--- src/rtl/abl_pkg.sv ---
package abl_pkg;

  // Bus control pins after synchronization, packed so one synchronizer carries them all
  typedef struct packed {
    logic cs_n;
    logic cs;
    logic wr_n;
    logic rd_n;
  } bus_ctl_t;

  localparam int CTL_W = $bits(bus_ctl_t);

  // Idle level of each control pin: deselected, no strobe
  localparam bus_ctl_t CTL_IDLE = '{cs_n: 1'b1, cs: 1'b0, wr_n: 1'b1, rd_n: 1'b1};

endpackage

--- src/rtl/abl_sync.sv ---
module abl_sync #(
  parameter int             W       = 1,
  parameter int             STAGES  = 2,
  parameter logic [W-1:0]   RST_VAL = '0
) (
  input  logic         clk,
  input  logic         rst,
  input  logic [W-1:0] d,
  output logic [W-1:0] q
);

  logic [W-1:0] stage [STAGES];

  always_ff @(posedge clk) begin
    if (rst) stage[0] <= RST_VAL;
    else     stage[0] <= d;
  end

  for (genvar i = 1; i < STAGES; i++) begin : g_stage
    always_ff @(posedge clk) begin
      if (rst) stage[i] <= RST_VAL;
      else     stage[i] <= stage[i-1];
    end
  end

  assign q = stage[STAGES-1];

endmodule

--- src/rtl/abl_hold_shift.sv ---
module abl_hold_shift #(
  parameter int DW = 8
) (
  input  logic          clk,
  input  logic          rst,
  input  logic          load_i,
  input  logic [DW-1:0] data_i,
  output logic          rdy_o,
  output logic          ser_data_o,
  output logic          ser_valid_o
);

  localparam int CW = (DW > 1) ? $clog2(DW) : 1;
  localparam logic [CW-1:0] LAST_BIT = CW'(DW - 1);

  logic          hold_full;
  logic [DW-1:0] hold_q;
  logic [DW-1:0] shift_q;
  logic [CW-1:0] cnt;
  logic          shifting;
  logic          last;

  assign last  = (cnt == LAST_BIT);
  assign rdy_o = !hold_full;

  always_ff @(posedge clk) begin
    if (rst) begin
      hold_full   <= 1'b0;
      hold_q      <= '0;
      shift_q     <= '0;
      cnt         <= '0;
      shifting    <= 1'b0;
      ser_data_o  <= 1'b0;
      ser_valid_o <= 1'b0;
    end else begin
      ser_valid_o <= shifting;
      ser_data_o  <= shift_q[DW-1];
      if (shifting) begin
        shift_q <= shift_q << 1;
        cnt     <= cnt + 1'b1;
        if (last) shifting <= 1'b0;
      end else if (hold_full) begin
        shift_q   <= hold_q;
        shifting  <= 1'b1;
        cnt       <= '0;
        hold_full <= 1'b0;
      end
      if (load_i && !hold_full) begin
        hold_full <= 1'b1;
        hold_q    <= data_i;
      end
    end
  end

  AST_MOVE_ON_EMPTY: assert property (@(posedge clk) disable iff (rst)
    (hold_full && !shifting) |=> (shifting && !hold_full));

  AST_HOLD_WHILE_BUSY: assert property (@(posedge clk) disable iff (rst)
    (hold_full && shifting) |=> hold_full);

  AST_EIGHT_BITS: assert property (@(posedge clk) disable iff (rst)
    $fell(shifting) |-> ($past(cnt) == LAST_BIT));

endmodule

--- src/rtl/cfg_byte_loader.sv ---
module cfg_byte_loader
  import abl_pkg::*;
#(
  parameter int DW          = 8,
  parameter int SYNC_STAGES = 2
) (
  input  logic          clk,
  input  logic          rst,
  input  logic          cs_n,
  input  logic          cs,
  input  logic          wr_n,
  input  logic          rd_n,
  input  logic [DW-1:0] din,
  output logic          rdy,
  output logic          top_bit_out,
  output logic          top_bit_oe,
  output logic          ser_data,
  output logic          ser_valid,
  output logic          overrun
);

  logic [CTL_W-1:0] ctl_raw;
  bus_ctl_t         ctl;
  logic [DW-1:0]    din_s;
  logic             wr_prev;
  logic             selected;
  logic             wr_rise;
  logic             strobe;
  logic             load;

  abl_sync #(.W(CTL_W), .STAGES(SYNC_STAGES), .RST_VAL(CTL_IDLE)) u_ctl_sync (
    .clk (clk),
    .rst (rst),
    .d   ({cs_n, cs, wr_n, rd_n}),
    .q   (ctl_raw)
  );

  abl_sync #(.W(DW), .STAGES(SYNC_STAGES), .RST_VAL('0)) u_data_sync (
    .clk (clk),
    .rst (rst),
    .d   (din),
    .q   (din_s)
  );

  assign ctl      = bus_ctl_t'(ctl_raw);
  assign selected = !ctl.cs_n && ctl.cs;
  assign wr_rise  = ctl.wr_n && !wr_prev;
  assign strobe   = wr_rise && selected;
  assign load     = strobe && rdy;

  always_ff @(posedge clk) begin
    if (rst) begin
      wr_prev     <= 1'b1;
      overrun     <= 1'b0;
      top_bit_oe  <= 1'b0;
      top_bit_out <= 1'b0;
    end else begin
      wr_prev     <= ctl.wr_n;
      if (strobe && !rdy) overrun <= 1'b1;
      top_bit_oe  <= selected && ctl.wr_n && !ctl.rd_n;
      top_bit_out <= rdy;
    end
  end

  abl_hold_shift #(.DW(DW)) u_hold_shift (
    .clk         (clk),
    .rst         (rst),
    .load_i      (load),
    .data_i      (din_s),
    .rdy_o       (rdy),
    .ser_data_o  (ser_data),
    .ser_valid_o (ser_valid)
  );

  AST_RESET_IDLE: assert property (@(posedge clk)
    $past(rst) |-> (rdy && !ser_valid && !overrun && !top_bit_oe));

  AST_ACCEPT_DROPS_RDY: assert property (@(posedge clk) disable iff (rst)
    load |=> !rdy);

  AST_D7_TRACKS_RDY: assert property (@(posedge clk) disable iff (rst)
    top_bit_oe |-> (top_bit_out == $past(rdy)));

  AST_OE_NEEDS_WR_HIGH: assert property (@(posedge clk) disable iff (rst)
    top_bit_oe |-> $past(ctl.wr_n && !ctl.rd_n));

  AST_OVERRUN_STICKY: assert property (@(posedge clk) disable iff (rst)
    overrun |=> overrun);

endmodule

--- config.mk ---
export PLATFORM = sky130hd
export DESIGN_NAME = cfg_byte_loader
export DESIGN_NICKNAME = d
export VERILOG_FILES = /design/src/rtl/abl_pkg.sv /design/src/rtl/abl_sync.sv /design/src/rtl/abl_hold_shift.sv /design/src/rtl/cfg_byte_loader.sv
export SDC_FILE = /design/constraint.sdc
export NUM_CORES = 1
export LEC_CHECK = 0
export BUFFER_PORTS_ARGS = -buffer_cell sky130_fd_sc_hd__buf_2
export CELL_PAD_IN_SITES_DETAIL_PLACEMENT = 2
export CELL_PAD_IN_SITES_GLOBAL_PLACEMENT = 2
export CORE_UTILIZATION = 40
export DETAILED_ROUTE_END_ITERATION = 7
export PLACE_DENSITY_LB_ADDON = 0.1
export SLEW_MARGIN = 40
export SYNTH_ARGS = -nofsm -noshare
export SYNTH_HDL_FRONTEND = slang
export SYNTH_SLANG_ARGS = --single-unit
--- constraint.sdc ---
create_clock -name clk -period 2.6 [get_ports clk]
set_clock_uncertainty 0.05 [all_clocks]
set_input_delay 0.26 -clock clk [delete_from_list [all_inputs] [get_ports clk]]
set_output_delay 0.26 -clock clk [all_outputs]
set_load 0.02 [all_outputs]
**Word level (Yosys, flattened, before mapping)**

Memory sizes are Yosys's and may differ from the RTL's. A register that Yosys moved wholly into a read port is not among the register bits.
Index checks and enable logic that the tools add are counted.

- $mul: 0
- Equality and inequality tests: 2
- Order comparisons: 0
- Reductions and logical operators: 14
- Divide/modulo/power cells: 0
- Add/subtract/negate cells: 1
- Multiplexer cells: 16
- Bitwise gates (word level): 4
- Shift operators: 0

Operator list:

| operator | count |
|---|---|
| $mux 8 | 4 |
| $logic_and 1x1->1 | 8 |
| $mux 1 | 8 |
| $mux 4 | 2 |
| $mux 3 | 2 |
| $logic_not 1->1 | 4 |
| $or 1x1->1 | 4 |
| $add 3x1->3 const B | 1 |
| $eq 3x3->1 const B | 1 |
| $ne 2x2->1 const B | 1 |
| $reduce_bool 2->1 | 1 |
| $reduce_or 2->1 | 1 |

- Bits in registers: 19
- Bits in latches: 0
- ROM bits: 0
- Memories kept: 2
- Bits in writable memories: 24
- Output and inout bits: 6
- Input bits: 14

Memory list:

| memory | words | bits a word | read ports | clocked after Yosys merged registers in | wr ports | RTL line | source |
|---|---|---|---|---|---|---|---|
| u_data_sync.stage | 2 | 8 | 2 | 1 | 2 | abl_sync.sv:12 | `logic [W-1:0] stage [STAGES];` |
| u_ctl_sync.stage | 2 | 4 | 2 | 0 | 2 | abl_sync.sv:12 |  |

**Longest topological paths before layout**

- Depth in word-level cells: 6
- Gate-level depth with buffers: 5
- Mapped depth without buffers: 4

**By module**

From an unflattened synthesis, not the netlist that was laid out.

- Cell total of the unflattened synthesis: 156
- Area total of the unflattened synthesis: 1750.4 um2

Modules (own cells, without submodules):

| module | instances | area each (um2) | cells an instance | seq. area each (um2) |
|---|---|---|---|---|
| abl_hold_shift | 1 | 923.4 | 96 | 460.4 |
| abl_sync (u_data_sync) | 1 | 464.2 | 33 | 320.3 |
| abl_sync (u_ctl_sync) | 1 | 210.2 | 16 | 160.2 |
| cfg_byte_loader | 1 | 152.6 | 11 | 80.1 |

**Worst setup path before layout**

No wires, ideal clock.

- Path type: register to register
- Start point: register u_hold_shift.hold_full
- End point: register u_hold_shift.shift_q[7]
- Arrival: 1.033 ns
- Clock period less this slack: 1.211 ns
- Path slack: 1.389 ns
- Required time: 2.422 ns
- Path buffers: 2
- Stages on the path, launching flop included: 6
- Cell sequence: dfxtp_1 > buf_6 > buf_6 > mux2_2 > mux2i_1 > nor2_1

- Cells in the longest elaborated chain, start to end: 1

RTL lines:

| item | RTL line | source |
|---|---|---|
| from (decl) | abl_hold_shift.sv:16 | `logic hold_full;` |
| from (signal assigned) | abl_hold_shift.sv:28 | `hold_full <= 1'b0;` |
| from (signal assigned) | abl_hold_shift.sv:46 | `hold_full <= 1'b0;` |
| from (signal assigned) | abl_hold_shift.sv:49 | `hold_full <= 1'b1;` |
| $reduce_bool 2->1 (no line) | -- |  |
| to (signal assigned) | abl_hold_shift.sv:39 | `shift_q <= shift_q << 1;` |
| to (signal assigned) | abl_hold_shift.sv:43 | `shift_q <= hold_q;` |
| to (decl) | abl_hold_shift.sv:18 | `logic [DW-1:0] shift_q;` |

Every way passes these cells.
A chain may end at the register's enable or synchronous reset.

**Final worst setup path**

- Start point: register u_hold_shift.hold_full
- End point: output port rdy

- Cells in the longest elaborated chain, start to end: 1

RTL lines:

| item | RTL line | source |
|---|---|---|
| $logic_not 1->1 | abl_hold_shift.sv:24 | `assign rdy_o = !hold_full;` |
| to (decl) | cfg_byte_loader.sv:14 | `output logic rdy,` |

Every way passes these cells.

==> metrics.yaml <==
power_and_ir_drop:
  leakagePower_nw: 0.770
  pwr_density_cell_mw_per_mm2: 667
  peakVddDrop_mv: 0.311
  finalPower_w: 0.00134
worst_setup_path:
  critical_path_arrival_ns: 1.40
  worstSetupStartpointType: "register"
  crit_buf_inv: 2
  crit_type: "register to output pin"
  max_stage_delay_ns: 0.78
  crit_chain: "inv_1 > buf_2"
  cp_top_family: "flip-flops"
  critical_path.max_fanout: 17
  cpMaxStageDelayCell: "dfxtp_1"
  cp.required_ns: 2.29
  cp-end-kind: "output pin"
  reg2reg_slack_ns: 1.02
sta:
  timing.final.crit_share_pct: 65.8
  rsz0062_at_grt: "false"
  max_slew_margin_pct: 49.8
  tightestPinTransition_ns: 0.752
  setup-tns-final_ns: 0
  hold_ws_ns: 0.0911
  report.final.slew_viol_count: 0
  max_freq_mhz: 584
  hold_viol_final: 0
  setup_viol: 0
  min_period_ns: 1.71
  finalWorstSetupSlack_ns: 0.888
synthesis:
  ys_ff_latch: 51
  yosys_warnings: 0
  yosys.area_share.adder_pct: 1.40
  synth-simple-area-share_pct: 22.2
  syn-cell-area_mm2: 0.00179
  synth_xor_xnor_area_share_pct: 0
  syn_area_per_cell_um2: 11.2
  synth_compound_area_share_pct: 2.03
  ys_types: 21
  syn_inst: 160
  synth.net_count: 176
  muxShareOfSynthArea_pct: 13.4
  synth_top_family_by_area: "simple AND/OR/NAND/NOR gates"
  synth-seq-area-share_pct: 57.2
cells_and_area:
  fill_cells: 437
  stdcell_area_mm2: 0.00200
  regArea_mm2: 0.00102
  diodes: 0
  fin_nets: 194
  layout_common_cells: "dfxtp_1, nor2b_1, buf_2"
  syn_to_final_growth_pct: 12.1
  mostFrequentLayoutCell: "dfxtp_1"
  drive_gt1_share_pct: 24.6
  multi_input_area_um2: 697
floorplanning:
  die_area_mm2: 0.00473
  die_y_um: 68.8
  row_count: 23
  initial_core_util_pct: 43.1
  placeableCoreArea_mm2: 0.00414
  die_w_um: 68.8
  io_pins: 20
job:
  cap_viol_max_count: 0
routing:
  wirelength_um: 3070
  drtAntennaViolNets: 0
  dr.pass1.iters: 2
  viasPerCell: 4.68
  vias: 1072
  drtIter0Drc: 46
  drcViolationCount: 0
  post_drt_wl_per_cell_um: 13.4
grt:
  grtUsageTotal_pct: 15.3
  grt.overflow.total: 0
  antenna_found_initial: 0
  grt_pass1_vias: 1078
  grt_max_degree: 30
  grt_pass1_wl_um: 5000
clocking:
  cts.sinks: 51
  root_buffer: "clkbuf_8"
  htreeDepth: 2
  clk_latency_ns: 0.30
  cts_setup_buffers: 0
  cts_tree: "yes"
  hold_buffers: 0
  cts_resized: 0
  clkTransAtPathRegs_ns: 0.09
  clock_path_buffers: 2
  cts_made_buffers: 5
place:
  place_hpwl_um: 2110
  place_ws_ns: 1.03
  gp_congestion: 0.650
  placed_area_mm2: 0.00190
  portBuffers: 19
outcome:
  run_status: "finished clean"
worst_hold_path:
  hold_path_class: "input port to register"
[worst register-to-register path: stages, from the launching register on]
cell     delay [ns]
dfxtp_1        0.54
nor3_4         0.63
mux2i_1        0.28
[power breakdown]
| part | total [W] | internal (W) | switching [W] |
|---|---|---|---|
| clock network | 0.000487 | 0.000243 | 0.000244 |
| registers | 0.000804 | 0.000799 | 0.00000513 |
| logic | 0.0000446 | 0.0000239 | 0.0000207 |
| total | 0.00134 | 0.00107 | 0.000270 |
[kinds of logic after synthesis]
group / count (synthesis)
DFF: 51
buffers and inverters: 13
and+or+nand+nor: 65
adders and majority gates: 2
AOI/OAI and AO/OA: 6
muxes: 23
[Yosys cell counts]
cell type	instances	area, um2
nand3b_4	1	20.0
nor2b_1	20	125
mux2_2	7	78.8
nor2_1	13	48.8
nor3_1	2	10.0
ha_1	2	25.0
buf_2	3	15.0
mux2i_1	16	160
inv_1	3	11.3
clkbuf_1	5	18.8
nand2b_1	16	100
o31a_1	1	8.76
buf_6	2	22.5
a21oi_1	4	20.0
nor3_4	1	16.3
dfxtp_1	51	1020
nor3b_1	3	22.5
a211oi_1	1	7.51
or2_2	7	43.8
nand2_1	1	3.75
or3_1	1	6.26
[final timing paths]
check,start,endpoint,cells past startpoint
worst max-delay path,u_hold_shift.hold_full,rdy,2
worst min-delay path,wr_n,u_ctl_sync.stage[0][1],2
worst max register to register,u_hold_shift.hold_full,u_hold_shift.hold_q[2],2
worst min register to register,u_ctl_sync.stage[1][0],top_bit_oe,1
[layer usage]
layer / part of all wire, % / up-vias / GRT usage [%]
met5: 0 / - / 0
met4: 0.55 / 0 / 6.12
met3: 3.7 / 2 / 5.92
met2: 50 / 20 / 25.4
met1: 46 / 502 / 17.7
li1: - / 548 / -
[registers in the layout, indices dropped and copies added (netlist names)]
register / count
top_bit_oe: 1
u_hold_shift.shift_q: 8
u_hold_shift.hold_full: 1
u_hold_shift.ser_valid_o: 1
u_data_sync.stage: 16
u_ctl_sync.stage: 8
top_bit_out: 1
u_hold_shift.ser_data_o: 1
overrun: 1
wr_prev: 1
u_hold_shift.shifting: 1
u_hold_shift.hold_q: 8
u_hold_shift.cnt: 3
[cell type report]
type,count,area share [%]
multi-input combinational,96,34.8
timing repair buffer,21,5.50
tap,50,3.13
inverter,3,0.563
clock buffer,8,5.00
sequential,51,51.0
[per-stage QoR]
| stage | std cells | utilization (%) |
|---|---|---|
| 2_1_floorplan | 160 | - |
| 3_3_place_gp | 221 | 45.9 |
| 3_5_place_dp | 221 | 45.9 |
| 4_1_cts | 229 | 48.3 |
| 5_1_grt | 229 | 48.3 |
| 6_report | 229 | 48.3 |
(Power assumes the default switching activity.)
